**src/rtl/sbt_pkg.sv**
```systemverilog
package sbt_pkg;

  typedef enum logic [3:0] {
    S_IDLE,
    S_DB_WR,
    S_DB_RD,
    S_DB_CMP,
    S_AB_WP,
    S_AB_W0,
    S_AB_RD,
    S_AB_CMP,
    S_DV_WR,
    S_DV_RD,
    S_DV_CMP,
    S_DONE
  } seq_state_e;

  typedef enum logic [1:0] {
    PH_NONE = 2'd0,
    PH_DATA = 2'd1,
    PH_ADDR = 2'd2,
    PH_CELL = 2'd3
  } phase_e;

endpackage

```
**src/rtl/sbt_fsm.sv**
```systemverilog
module sbt_fsm
  import sbt_pkg::*;
#(
  parameter int DW = 8,
  parameter int AW = 4,
  parameter int IW = 4
) (
  input  logic          clk,
  input  logic          rst_n,
  input  logic          start,
  input  logic          mismatch,
  output seq_state_e    state,
  output logic [IW-1:0] idx,
  output logic          inv,
  output logic          launch
);

  localparam int          NW      = 1 << AW;
  localparam logic [IW-1:0] DB_LAST = IW'(DW - 1);
  localparam logic [IW-1:0] AB_LAST = IW'(AW - 1);
  localparam logic [IW-1:0] DV_LAST = IW'(NW - 1);

  seq_state_e    state_q, state_d;
  logic [IW-1:0] idx_q, idx_d;
  logic          inv_q, inv_d;

  always_comb begin
    state_d = state_q;
    idx_d   = idx_q;
    inv_d   = inv_q;
    launch  = 1'b0;
    unique case (state_q)
      S_IDLE, S_DONE: begin
        if (start) begin
          launch  = 1'b1;
          state_d = S_DB_WR;
          idx_d   = '0;
          inv_d   = 1'b0;
        end
      end
      S_DB_WR: state_d = S_DB_RD;
      S_DB_RD: state_d = S_DB_CMP;
      S_DB_CMP: begin
        if (mismatch) begin
          state_d = S_DONE;
        end else if (idx_q == DB_LAST) begin
          state_d = S_AB_WP;
          idx_d   = '0;
        end else begin
          state_d = S_DB_WR;
          idx_d   = idx_q + 1'b1;
        end
      end
      S_AB_WP: begin
        if (idx_q == AB_LAST) begin
          state_d = S_AB_W0;
          idx_d   = '0;
        end else begin
          idx_d = idx_q + 1'b1;
        end
      end
      S_AB_W0: state_d = S_AB_RD;
      S_AB_RD: state_d = S_AB_CMP;
      S_AB_CMP: begin
        if (mismatch) begin
          state_d = S_DONE;
        end else if (idx_q == AB_LAST) begin
          state_d = S_DV_WR;
          idx_d   = '0;
        end else begin
          state_d = S_AB_RD;
          idx_d   = idx_q + 1'b1;
        end
      end
      S_DV_WR: begin
        if (idx_q == DV_LAST) begin
          state_d = S_DV_RD;
          idx_d   = '0;
        end else begin
          idx_d = idx_q + 1'b1;
        end
      end
      S_DV_RD: state_d = S_DV_CMP;
      S_DV_CMP: begin
        if (mismatch) begin
          state_d = S_DONE;
        end else if (idx_q == DV_LAST) begin
          idx_d = '0;
          if (inv_q) begin
            state_d = S_DONE;
          end else begin
            state_d = S_DV_WR;
            inv_d   = 1'b1;
          end
        end else begin
          state_d = S_DV_RD;
          idx_d   = idx_q + 1'b1;
        end
      end
      default: state_d = S_IDLE;
    endcase
  end

  always_ff @(posedge clk or negedge rst_n) begin
    if (!rst_n) begin
      state_q <= S_IDLE;
      idx_q   <= '0;
      inv_q   <= 1'b0;
    end else begin
      state_q <= state_d;
      idx_q   <= idx_d;
      inv_q   <= inv_d;
    end
  end

  assign state = state_q;
  assign idx   = idx_q;
  assign inv   = inv_q;

endmodule

```
**src/rtl/sbt_patgen.sv**
```systemverilog
module sbt_patgen
  import sbt_pkg::*;
#(
  parameter int          DW  = 8,
  parameter int          AW  = 4,
  parameter int          IW  = 4,
  parameter logic [DW-1:0] PAT = 8'hAA
) (
  input  seq_state_e    state,
  input  logic [IW-1:0] idx,
  input  logic          inv,
  output logic [AW-1:0] addr,
  output logic [DW-1:0] wdata,
  output logic          we,
  output logic [DW-1:0] exp_data,
  output logic          cmp_en,
  output phase_e        phase
);

  logic [DW-1:0] walk;
  logic [AW-1:0] pow2;
  logic [DW-1:0] incr;
  logic [DW-1:0] cell_val;

  assign walk     = DW'(1) << idx;
  assign pow2     = AW'(1) << idx;
  assign incr     = DW'(idx) + DW'(1);
  assign cell_val = inv ? ~incr : incr;

  always_comb begin
    addr  = '0;
    wdata = '0;
    phase = PH_NONE;
    unique case (state)
      S_DB_WR, S_DB_RD, S_DB_CMP: begin
        wdata = walk;
        phase = PH_DATA;
      end
      S_AB_WP, S_AB_RD, S_AB_CMP: begin
        addr  = pow2;
        wdata = PAT;
        phase = PH_ADDR;
      end
      S_AB_W0: begin
        wdata = ~PAT;
        phase = PH_ADDR;
      end
      S_DV_WR, S_DV_RD, S_DV_CMP: begin
        addr  = idx[AW-1:0];
        wdata = cell_val;
        phase = PH_CELL;
      end
      default: ;
    endcase
  end

  assign we       = (state == S_DB_WR) || (state == S_AB_WP) ||
                    (state == S_AB_W0) || (state == S_DV_WR);
  assign cmp_en   = (state == S_DB_CMP) || (state == S_AB_CMP) ||
                    (state == S_DV_CMP);
  assign exp_data = wdata;

endmodule

```
**src/rtl/sbt_result.sv**
```systemverilog
module sbt_result
  import sbt_pkg::*;
#(
  parameter int DW = 8,
  parameter int AW = 4
) (
  input  logic          clk,
  input  logic          rst_n,
  input  logic          clear,
  input  logic          cmp_en,
  input  phase_e        phase,
  input  logic [AW-1:0] addr,
  input  logic [DW-1:0] exp_data,
  input  logic [DW-1:0] rdata,
  output logic          mismatch,
  output logic          fail,
  output logic [1:0]    fail_phase,
  output logic [AW-1:0] fail_addr,
  output logic [DW-1:0] fail_exp,
  output logic [DW-1:0] fail_act
);

  logic capture_en;

  assign mismatch   = cmp_en && (rdata != exp_data);
  assign capture_en = clear || mismatch;

  always_ff @(posedge clk or negedge rst_n) begin
    if (!rst_n) begin
      fail       <= 1'b0;
      fail_phase <= '0;
      fail_addr  <= '0;
      fail_exp   <= '0;
      fail_act   <= '0;
    end else if (capture_en) begin
      fail       <= !clear;
      fail_phase <= clear ? 2'd0 : phase;
      fail_addr  <= clear ? '0 : addr;
      fail_exp   <= clear ? '0 : exp_data;
      fail_act   <= clear ? '0 : rdata;
    end
  end

endmodule

```
**src/rtl/sram_test_seq.sv**
```systemverilog
module sram_test_seq
  import sbt_pkg::*;
#(
  parameter int          DW  = 8,
  parameter int          AW  = 4,
  parameter logic [DW-1:0] PAT = 8'hAA
) (
  input  logic          clk,
  input  logic          rst_n,
  input  logic          start,
  output logic          done,
  output logic          fail,
  output logic [1:0]    fail_phase,
  output logic [AW-1:0] fail_addr,
  output logic [DW-1:0] fail_exp,
  output logic [DW-1:0] fail_act,
  output logic [AW-1:0] mem_addr,
  output logic [DW-1:0] mem_wdata,
  output logic          mem_we,
  input  logic [DW-1:0] mem_rdata
);

  localparam int NW   = 1 << AW;
  localparam int CMAX = (DW > NW) ? DW : NW;
  localparam int IW   = (CMAX > 2) ? $clog2(CMAX) : 1;

  logic [1:0]    rst_sync;
  logic          rst_core_n;
  seq_state_e    state;
  logic [IW-1:0] idx;
  logic          inv;
  logic          launch;
  logic          mismatch;
  logic          cmp_en;
  logic [DW-1:0] exp_data;
  phase_e        phase;

  always_ff @(posedge clk or negedge rst_n) begin
    if (!rst_n) rst_sync <= 2'b00;
    else        rst_sync <= {rst_sync[0], 1'b1};
  end
  assign rst_core_n = rst_sync[1];

  sbt_fsm #(.DW(DW), .AW(AW), .IW(IW)) u_fsm (
    .clk      (clk),
    .rst_n    (rst_core_n),
    .start    (start),
    .mismatch (mismatch),
    .state    (state),
    .idx      (idx),
    .inv      (inv),
    .launch   (launch)
  );

  sbt_patgen #(.DW(DW), .AW(AW), .IW(IW), .PAT(PAT)) u_pat (
    .state    (state),
    .idx      (idx),
    .inv      (inv),
    .addr     (mem_addr),
    .wdata    (mem_wdata),
    .we       (mem_we),
    .exp_data (exp_data),
    .cmp_en   (cmp_en),
    .phase    (phase)
  );

  sbt_result #(.DW(DW), .AW(AW)) u_res (
    .clk        (clk),
    .rst_n      (rst_core_n),
    .clear      (launch),
    .cmp_en     (cmp_en),
    .phase      (phase),
    .addr       (mem_addr),
    .exp_data   (exp_data),
    .rdata      (mem_rdata),
    .mismatch   (mismatch),
    .fail       (fail),
    .fail_phase (fail_phase),
    .fail_addr  (fail_addr),
    .fail_exp   (fail_exp),
    .fail_act   (fail_act)
  );

  assign done = (state == S_DONE);

endmodule

```
**config.mk**
```make
export PLATFORM = sky130hd
export DESIGN_NAME = sram_test_seq
export DESIGN_NICKNAME = d
export VERILOG_FILES = /design/src/rtl/sbt_pkg.sv /design/src/rtl/sbt_fsm.sv /design/src/rtl/sbt_patgen.sv /design/src/rtl/sbt_result.sv /design/src/rtl/sram_test_seq.sv
export SDC_FILE = /design/constraint.sdc
export NUM_CORES = 1
export LEC_CHECK = 0
export ABC_AREA = 1
export ABC_CLOCK_PERIOD_IN_PS = 2200
export CAP_MARGIN = 0
export CORE_ASPECT_RATIO = 0.9
export CORE_MARGIN = 10
export CORE_UTILIZATION = 51
export CTS_CLUSTER_DIAMETER = 50
export DETAILED_ROUTE_END_ITERATION = 7
export PLACE_DENSITY = 0.8
export REMOVE_ABC_BUFFERS = 1
export SETUP_SLACK_MARGIN = 0.02
export SLEW_MARGIN = 0
export SYNTH_ARGS = -nofsm -noshare
export SYNTH_HDL_FRONTEND = slang
export SYNTH_SLANG_ARGS = --single-unit
```
**constraint.sdc**
```tcl
create_clock -name clk -period 2.2 [get_ports clk]
set_input_delay 0.44 -clock clk [delete_from_list [all_inputs] [get_ports clk]]
set_output_delay 0.44 -clock clk [all_outputs]
set_load 0.01 [all_outputs]
```
==> results of run 1 <==
[logic make-up after synthesis]
family	after synthesis	share of synthesized area (%)
adders and majority gates	8	4.500
xor gates and xnor gates	1	0.3938
DFF	34	38.25
AOI/OAI and AO/OA	27	6.918
buffers and inverters	44	8.549
other	1	0.1686
and+or+nand+nor	206	41.23
[routing by layer]
| layer | vias to the layer above | track usage, % | routed length, um |
|---|---|---|---|
| met5 | - | 0 | 0 |
| met4 | 0 | 15.56 | 1229 |
| met3 | 159 | 6.360 | 1985 |
| met2 | 398 | 38.26 | 5646 |
| met1 | 1475 | 24.30 | 4152 |
| li1 | 1245 | - | - |
[sequential cells by signal, summed over array words and instances (netlist names)]
signal	cells
u_fsm.inv	1
u_res.fail	1
u_fsm.idx	4
u_res.fail_phase	2
u_res.fail_addr	4
rst_sync	2
u_res.fail_act	8
u_fsm.state	4
u_res.fail_exp	8
[power by group through the flow]
stage               Combinational (mW)  Sequential, mW  Clock (mW)
detailed placement                2.22           0.965           0
global placement                  2.19           0.962           0
finish                            4.10            1.06       0.614
CTS                               2.90           0.973       0.590
global route                      4.20            1.07       0.626
floorplan                         1.09            1.04           0
[worst max-delay path: cells and delay by family (launching register included)]
kind          cells  cell delay (ns)
buf+inv           3             0.44
flops             1             0.44
fa+ha+maj         1             0.16
simple gates     14             1.65
[final timing paths]
path / from / end / slack [ns]
max in group asynchronous: rst_sync[1] / u_fsm.state[3] / 1.58
worst min-delay path: rst_sync[1] / u_res.fail_addr[1] / 0.29
worst max-delay path: u_fsm.idx[1] / u_fsm.state[0] / -0.60
min in group clk: rst_sync[0] / rst_sync[1] / 0.37
worst min register to register: rst_sync[1] / u_res.fail_addr[1] / 0.29
worst max register to register: u_fsm.idx[1] / u_fsm.state[0] / -0.60
[cell usage in the layout (no fill, tap or decap), types with 4 or more instances in the layout]
cell | netlist | layout
nand2_1 | 133 | 93
buf_4 | 1 | 38
clkdlybuf4s50_1 | 0 | 33
dfrtp_1 | 34 | 31
nand2_2 | 5 | 29
inv_1 | 31 | 26
buf_6 | 2 | 23
nor2_1 | 27 | 22
nand2_4 | 2 | 15
nand4_1 | 13 | 13
nand3_2 | 5 | 11
inv_2 | 5 | 8
nor2_4 | 2 | 8
o21ai_2 | 0 | 7
ha_4 | 0 | 7
clkbuf_8 | 0 | 6
nand3_1 | 12 | 5
o21ai_1 | 5 | 4
clkbuf_2 | 0 | 4
[layout make-up]
class                      instances  area share, %
timing repair inverter             3          1.240
timing repair buffer             108          26.34
multi-input combinational        243          41.54
inverter                          37          4.389
sequential                        34          21.72
clock buffer                       6          2.099
tap                               60          1.908
clock inverter                     1         0.7634
[per-stage QoR]
step | setup TNS (ns) | instances | utilization (%) | instance area (um2) | total power, mW
floorplan | -9.083 | 314 | - | 2175 | 2.129
global placement | -2.873 | 463 | 73.03 | 3035 | 3.153
detailed placement | -5.823 | 463 | 73.03 | 3035 | 3.189
CTS | -3.855 | 482 | 82.48 | 3428 | 4.465
global route | -18.35 | 492 | 94.64 | 3934 | 5.902
finish | -16.97 | 492 | 94.64 | 3934 | 5.780
[repair_timing]
item | 4_1_cts | 5_1_grt
pin swaps | 7 | 38
hold buffers | 0 | 0
endpoints found under the setup margin | 44 | 45
resized for setup | 72 | 125
setup buffers | 9 | 11
cloned | 3 | 1
==> results.yml, run 1 <==
outcome:
  outcome: "complete, but fails checks"
  violations: "DRC, setup timing"
routing:
  first_pass_iters: 8
  drtIter0Drc: 610
  antenna_left: 0
  drc: 38
  viasPerCell: 6.661
  drt_wl_total_mm: 13.01
  wire_per_inst_um: 26.45
  vias: 3277
synth:
  seq_area_frac_synth_pct: 38.25
  syn_avg_cell_area_um2: 6.930
  syn_area_um2: 2225
  ys_seq_elements: 34
  yosysWarnings: 0
  async_flop_share_pct: 100.0
  synth.distinct_cells: 30
  synth_cells: 321
  synth-edff-count: 0
  yosysMostFrequentCell: "nand2_1"
  yosys-top-cells-count: "nand2_1 (133), dfrtp_1 (34), inv_1 (31)"
  synth_top_area_share_pct: 38.25
  yosysTopAreaCell: "dfrtp_1"
  synth_top_flop_cell: "dfrtp_1"
  netlist_top_cells_area: "dfrtp_1 (38%), nand2_1 (22%), inv_1 (5.2%)"
power:
  p_leak_nw: 2.063
  clock_power_share_pct: 10.6
  comb_power_share_pct: 71.0
  powerDensity_nw_per_um2: 1469
  p_int_mw: 2.854
  seqPwrFrac_pct: 18.4
  p_sw_share_pct: 50.62
  power.switching_mw: 2.926
  irDropWorstVdd_mv: 0.9489
cells_and_area:
  multi_input_area_um2: 1634
  antenna_cells: 0
  fillers: 110
  syn_to_final_growth_pct: 76.83
  seqCellArea_um2: 854.6
  nNetsFinal: 451
  layout-drive-gt1-share_pct: 43.52
grt:
  grt_pass1_wl_mm: 12.81
  antenna_found_initial: 0
  grt_pass1_vias: 2665
  grt_max_degree: 33
  overflow: 0
  track_usage_pct: 22.65
cts:
  clk_latency_ns: 0.31
  cts_sinks: 34
  clk_pin_slew_ns: 0.07
  cts_tree: "built"
  cts.path.max_buffers: 2
  htree_levels: 2
  cts_buffers: 5
  root_buffer: "clkbuf_8"
timing:
  final-hold-violation-count: 0
  finalSetupViolCount: 45
  period_minus_slack_ns: 2.799
  setup_slack_ns: -0.5989
  fin_worst_skew_ns: 0.004490
  slew_headroom_pct: 43.44
  min_period_over_period_pct: 127.2
  rsz0062_at_grt: "true"
  fmaxAchievable_mhz: 357.3
  tightest_slew_ns: 0.8396
  hold_ws_ns: 0.2938
  final_max_slew_viol_count: 0
placement:
  portBuffers: 47
  place_ws_ns: -0.2276
  dpl.hpwl_mm: 5.197
  globalplace.congestion: 0.9638
run:
  drv_cap: 0
setup_path:
  cp_cell_sequence: "buf_6 -> buf_6 -> ha_4 -> nand2_2 -> nor2_1 -> nand2_1 -> nand4_1 -> nand2_1 -> nand3_2 -> nor2_4 -> nand2_4 -> buf_6 -> nand2_2 -> nand2_1 -> nor2_1 -> nand2_1 -> nand2_1 -> nand2_1"
  cp-start-kind: "flip-flop"
  crit_fanout: 5
  crit_arrival_ns: 2.98
  path_common_cell: "nand2_1"
  crit_path_max_incr_delay_ns: 0.44
  worstSetupPathType: "flip-flop to flip-flop"
  r2r_cells: 18
  cpMaxStageDelayCell: "dfrtp_1"
  worstPathRequired_ns: 2.39
  crit_path_end_kind: "flip-flop"
die:
  die_x_um: 89.62
  io_pins: 48
  initial_core_util_pct: 53.52
  die_area_um2: 7408
  coreArea_um2: 4156
  die_h_um: 82.66
  num_rows: 22
hold_path:
  hp-class: "flip-flop to asynchronous set/reset pin"
Note: power is estimated with default switching activity, not from simulation.
==> run 2: changes to the inputs <==
- CELL_PAD_IN_SITES_DETAIL_PLACEMENT: not set -> 1
- CELL_PAD_IN_SITES_GLOBAL_PLACEMENT: not set -> 2
- CORE_UTILIZATION: 51 -> 28
- PLACE_DENSITY: 0.8 -> not set
- PLACE_DENSITY_LB_ADDON: not set -> 0.1
==> run 2 against run 1 <==
The flow finishes with violations (setup timing); sequential cell count unchanged; combinational power about the same; worst hold slack got worse by 0.0087 ns; highest routed layer unchanged.
==> results.yml, run 2 (synthesized netlist as in run 1, its figures left out) <==
cts:
  root_buffer: "clkbuf_8"
  cts_sinks: 34
  clk_pin_slew_ns: 0.08
  htree_levels: 2
  cts_tree: "built"
  cts_buffers: 5
  clk_latency_ns: 0.30
  cts.path.max_buffers: 2
  postCtsHoldBufs: 0
power:
  p_int_mw: 3.277
  clock_power_share_pct: 12.8
  p_leak_nw: 2.162
  comb_power_share_pct: 69.9
  total_power_mw: 5.847
  p_sw_share_pct: 43.96
  powerDensity_nw_per_um2: 1410
  power.switching_mw: 2.570
  seqPwrFrac_pct: 17.3
  irDropWorstVdd_mv: 0.5119
timing:
  fin_worst_skew_ns: 0.003589
  min_period_over_period_pct: 107.9
  fmaxAchievable_mhz: 421.4
  rsz0062_at_grt: "true"
  final_max_slew_viol_count: 0
  final-hold-violation-count: 0
  hold_ws_ns: 0.2851
  finalSetupViolCount: 33
  period_minus_slack_ns: 2.373
  setup_slack_ns: -0.1732
setup_path:
  worstPathRequired_ns: 2.43
  cp_cell_sequence: "buf_6 -> inv_4 -> ha_4 -> xor2_1 -> nand2_1 -> nand3_2 -> nand2_1 -> nand3_2 -> nor2_4 -> nand2_4 -> nand2_4 -> buf_12 -> nand2_8 -> nor2_4 -> nand2_1 -> nand2_1"
  crit_path_end_kind: "flip-flop"
  cp-start-kind: "flip-flop"
  cpMaxStageDelayCell: "dfrtp_1"
  path_common_cell: "nand2_1"
  crit_path_max_incr_delay_ns: 0.43
  worstSetupPathType: "flip-flop to flip-flop"
  crit_fanout: 5
  crit_arrival_ns: 2.61
placement:
  globalplace.congestion: 0.9236
  portBuffers: 47
  placed_area_um2: 3258
  placedCellCount: 521
  dpl.hpwl_mm: 6.657
cells_and_area:
  layout-drive-gt1-share_pct: 48.23
  syn_to_final_growth_pct: 86.45
  antenna_cells: 0
  final_common_cell: "nand2_1"
  final_cells: 548
  final_util_pct: 54.43
  largestRegisters: "u_res.fail_act: 8 flops, u_res.fail_exp: 8 flops"
  postLayoutCellArea_um2: 4148
  final_cell_mix: "nand2_1 (89), buf_4 (60), nand2_2 (37), clkdlybuf4s50_1 (33), dfrtp_1 (30)"
  nNetsFinal: 470
routing:
  wire_per_inst_um: 18.45
  vias: 2679
  viasPerCell: 4.889
  drt_wl_total_mm: 10.11
  drtIter0Drc: 54
  drc: 0
  antenna_left: 0
  first_pass_iters: 4
grt:
  antenna_found_initial: 0
  grt_max_degree: 33
  grtUsageMet1_pct: 21.08
  top_usage_layer: "met2"
  overflow: 0
  globalRouteMet2Util_pct: 27.27
  grt_pass1_wl_mm: 15.73
  track_usage_pct: 16.40
  met3_usage_pct: 3.145
  grt_pass1_vias: 2840
die:
  die_area_um2: 11920
  num_rows: 30
  die_h_um: 104.6
  initial_core_util_pct: 29.20
  coreArea_um2: 7620
  die_x_um: 114.0
  io_pins: 48
run:
  drv_cap: 0
outcome:
  outcome: "complete, but fails checks"
  violations: "setup timing"
hold_path:
  hp-class: "flip-flop to asynchronous set/reset pin"
==> run 2: final timing paths <==
kind | from | slack [ns] | to | cells past startpoint
min | rst_sync[1] | 0.29 | u_res.fail | 1
min reg2reg | rst_sync[1] | 0.29 | u_res.fail | 1
max in group asynchronous | rst_sync[1] | 1.56 | u_fsm.idx[2] | 1
max | u_fsm.idx[1] | -0.17 | u_fsm.idx[0] | 16
max reg2reg | u_fsm.idx[1] | -0.17 | u_fsm.idx[0] | 16
min in group clk | rst_sync[0] | 0.36 | rst_sync[1] | 0
==> run 2: per-layer routing <==
layer	up-vias	wire [um]
li1	1282	-
met1	1329	4422
met2	58	5086
met3	10	457
met4	0	144
met5	-	0
==> run 2: repair_timing <==
item                                    CTS  global route
gates resized for setup                 136            74
pin swaps                                20            29
setup buffers                            11             7
endpoints found under the hold margin     0             0
endpoints found under the setup margin   44            45
cloned                                    3             0
==> run 2: layout make-up <==
cell class | instances | area (um2)
clock buffers | 6 | 82.58
clock inverters | 2 | 60.06
fillers | 925 | 3472
flip-flops and latches | 34 | 855.8
inverters | 37 | 163.9
well taps | 96 | 120.1
repair buffers | 130 | 1222
multi-input cells | 243 | 1643
==> run 2: critical path: cells and delay by family (launching register included) <==
| family | cells | cell delay, ns |
|---|---|---|
| xor gates and xnor gates | 1 | 0.17 |
| adders and majority gates | 1 | 0.21 |
| DFF | 1 | 0.43 |
| and+or+nand+nor | 11 | 1.15 |
| buffers and inverters | 3 | 0.37 |
==> run 2: through the flow <==
stage,setup slack [ns],setup TNS [ns]
finish,-0.1732,-3.288
global route,-0.3181,-7.669
CTS,-0.1505,-2.261
detailed placement,-0.1895,-4.755
global placement,-0.1697,-2.696
floorplan,-0.3403,-9.083
==> run 2: power groups by stage <==
| stage | Combinational (mW) | Clock, mW | Sequential (mW) |
|---|---|---|---|
| after global routing | 4.39 | 0.792 | 1.04 |
| after detailed placement | 2.69 | 0 | 0.965 |
| final | 4.09 | 0.746 | 1.01 |
| after global placement | 2.65 | 0 | 0.961 |
| after floorplan | 1.09 | 0 | 1.04 |
| after CTS | 3.74 | 0.767 | 0.984 |
==> run 3: changes to the inputs <==
- ABC_CLOCK_PERIOD_IN_PS: 2200 -> 3000
- CORE_ASPECT_RATIO: 0.9 -> 0.6
- CORE_UTILIZATION: 28 -> 30
- CTS_BUF_LIST: not set -> sky130_fd_sc_hd__clkbuf_8 sky130_fd_sc_hd__clkbuf_16
- clock period: 2.2 -> 3 ns (I/O delays scaled with it)
==> run 3 against run 2 <==
Die area down 4.5%; the flow now finishes without violations; largest cell class unchanged; sequential power down 29%; wire length shrank 23%; critical path depth fell by 8; critical endpoint is now mem_wdata[4]; highest routed layer unchanged; global-route usage is 2.6 points lower; utilization decreased by 13 points; non-clock buffer count down 72; critical path type is now flip-flop to primary output.
==> results.yml, run 3 (synthesized netlist as in run 1, its figures left out) <==
outcome:
  outcome: "completed"
routing:
  drt_wl_total_mm: 7.824
  wire_per_inst_um: 16.20
  first_pass_iters: 4
  viasPerCell: 4.745
  antenna_left: 0
  drtIter0Drc: 145
  drc: 0
  vias: 2292
grt:
  grt_pass1_wl_mm: 12.74
  grt_max_degree: 33
  grt_pass1_vias: 2321
  antenna_found_initial: 0
  overflow: 0
  track_usage_pct: 13.84
cts:
  clk_latency_ns: 0.28
  cts_resized: 0
  cts_tree: "built"
  clk_pin_slew_ns: 0.06
  cts.path.max_buffers: 2
  root_buffer: "clkbuf_16"
  cts_buffers: 5
  postCtsSetupBuffers: 0
  cts_sinks: 34
  htree_levels: 2
  postCtsHoldBufs: 0
setup_path:
  r2r_setup_slack_ns: 0.33
  cp-start-kind: "flip-flop"
  crit_path_end_kind: "primary output"
  crit_path_max_incr_delay_ns: 0.55
  crit_arrival_ns: 2.23
  worstSetupPathType: "flip-flop to primary output"
  crit_fanout: 5
  cp_cell_sequence: "ha_4 -> nand2_1 -> nor2_1 -> ha_1 -> inv_1 -> nand3_1 -> nand3_2 -> clkdlybuf4s50_1"
  cpMaxStageDelayCell: "clkdlybuf4s50_1"
  worstPathRequired_ns: 2.40
cells_and_area:
  nNetsFinal: 398
  layout-drive-gt1-share_pct: 11.35
  antenna_cells: 0
  largestRegisters: "u_res.fail_act: 8 flops, u_res.fail_exp: 8 flops"
  final_common_cell: "nand2_1"
  syn_to_final_growth_pct: 35.38
  postLayoutCellArea_um2: 3012
  final_cell_mix: "nand2_1 (133), clkdlybuf4s50_1 (46), inv_1 (33), dfrtp_1 (33), nor2_1 (27)"
  fillers: 929
  seqCellArea_um2: 852.1
  multi_input_area_um2: 1201
timing:
  finalSetupViolCount: 0
  final_max_slew_viol_count: 0
  final-hold-violation-count: 0
  fmaxAchievable_mhz: 353.6
  rsz0062_at_grt: "false"
  tns_ns: 0
  hold_ws_ns: 0.2930
  period_minus_slack_ns: 2.828
  fin_worst_skew_ns: 0.005839
  setup_slack_ns: 0.1716
  min_period_over_period_pct: 94.28
die:
  die_h_um: 86.71
  coreArea_um2: 7237
  die_area_um2: 11370
  io_pins: 48
  initial_core_util_pct: 30.74
  num_rows: 24
  die_x_um: 131.2
placement:
  globalplace.congestion: 0.8691
  dpl.hpwl_mm: 6.210
  portBuffers: 47
  place_ws_ns: 0.2080
  placed_area_um2: 2858
power:
  irDropWorstVdd_mv: 0.2427
  p_leak_nw: 1.606
  total_power_mw: 2.757
  powerDensity_nw_per_um2: 915.6
run:
  drv_cap: 0
hold_path:
  hp-class: "flip-flop to asynchronous set/reset pin"
[run 3: per-layer routing]
| layer | wire (um) | global-route usage [%] |
|---|---|---|
| met1 | 4429 | 20.32 |
| met2 | 2910 | 18.83 |
| met3 | 427 | 4.330 |
| met4 | 56 | 3.150 |
| met5 | 0 | 0 |
[run 3: through the flow]
step | std cells | util, %
floorplan | 314 | -
global placement | 476 | 39.49
detailed placement | 476 | 39.49
CTS | 483 | 41.32
global route | 483 | 41.61
finish | 483 | 41.61
[run 3: cell type report]
cell class | instances | area share (%)
Tap cell | 104 | 4.321
Clock buffer | 5 | 4.155
Inverter | 37 | 4.653
Clock inverter | 2 | 0.2493
Timing Repair Buffer | 58 | 18.45
Multi-Input combinational cell | 243 | 39.88
Sequential cell | 34 | 28.29
[run 3: path summary, 6_finish.rpt]
path,from,to,depth (start not counted)
setup / recovery,u_fsm.idx[0],mem_wdata[4],8
hold / removal,rst_sync[1],u_fsm.idx[1],1
setup reg to reg,u_fsm.idx[0],u_res.fail_act[2],15
hold reg to reg,rst_sync[1],u_fsm.idx[1],1
max in group asynchronous,rst_sync[1],u_fsm.idx[0],1
min in group clk,rst_sync[0],rst_sync[1],0
[run 3: worst max-delay path: cells and delay by family (launching register included)]
family | cells | cell delay [ns]
buf+inv | 2 | 0.60
flops | 1 | 0.42
simple gates | 4 | 0.48
fa+ha+maj | 2 | 0.45
[run 3: power by group]
part / internal (mW) / switching [mW] / total [mW]
sequential: 0.601 / 0.114 / 0.716
clock: 0.297 / 0.195 / 0.492
combinational: 0.587 / 0.962 / 1.55
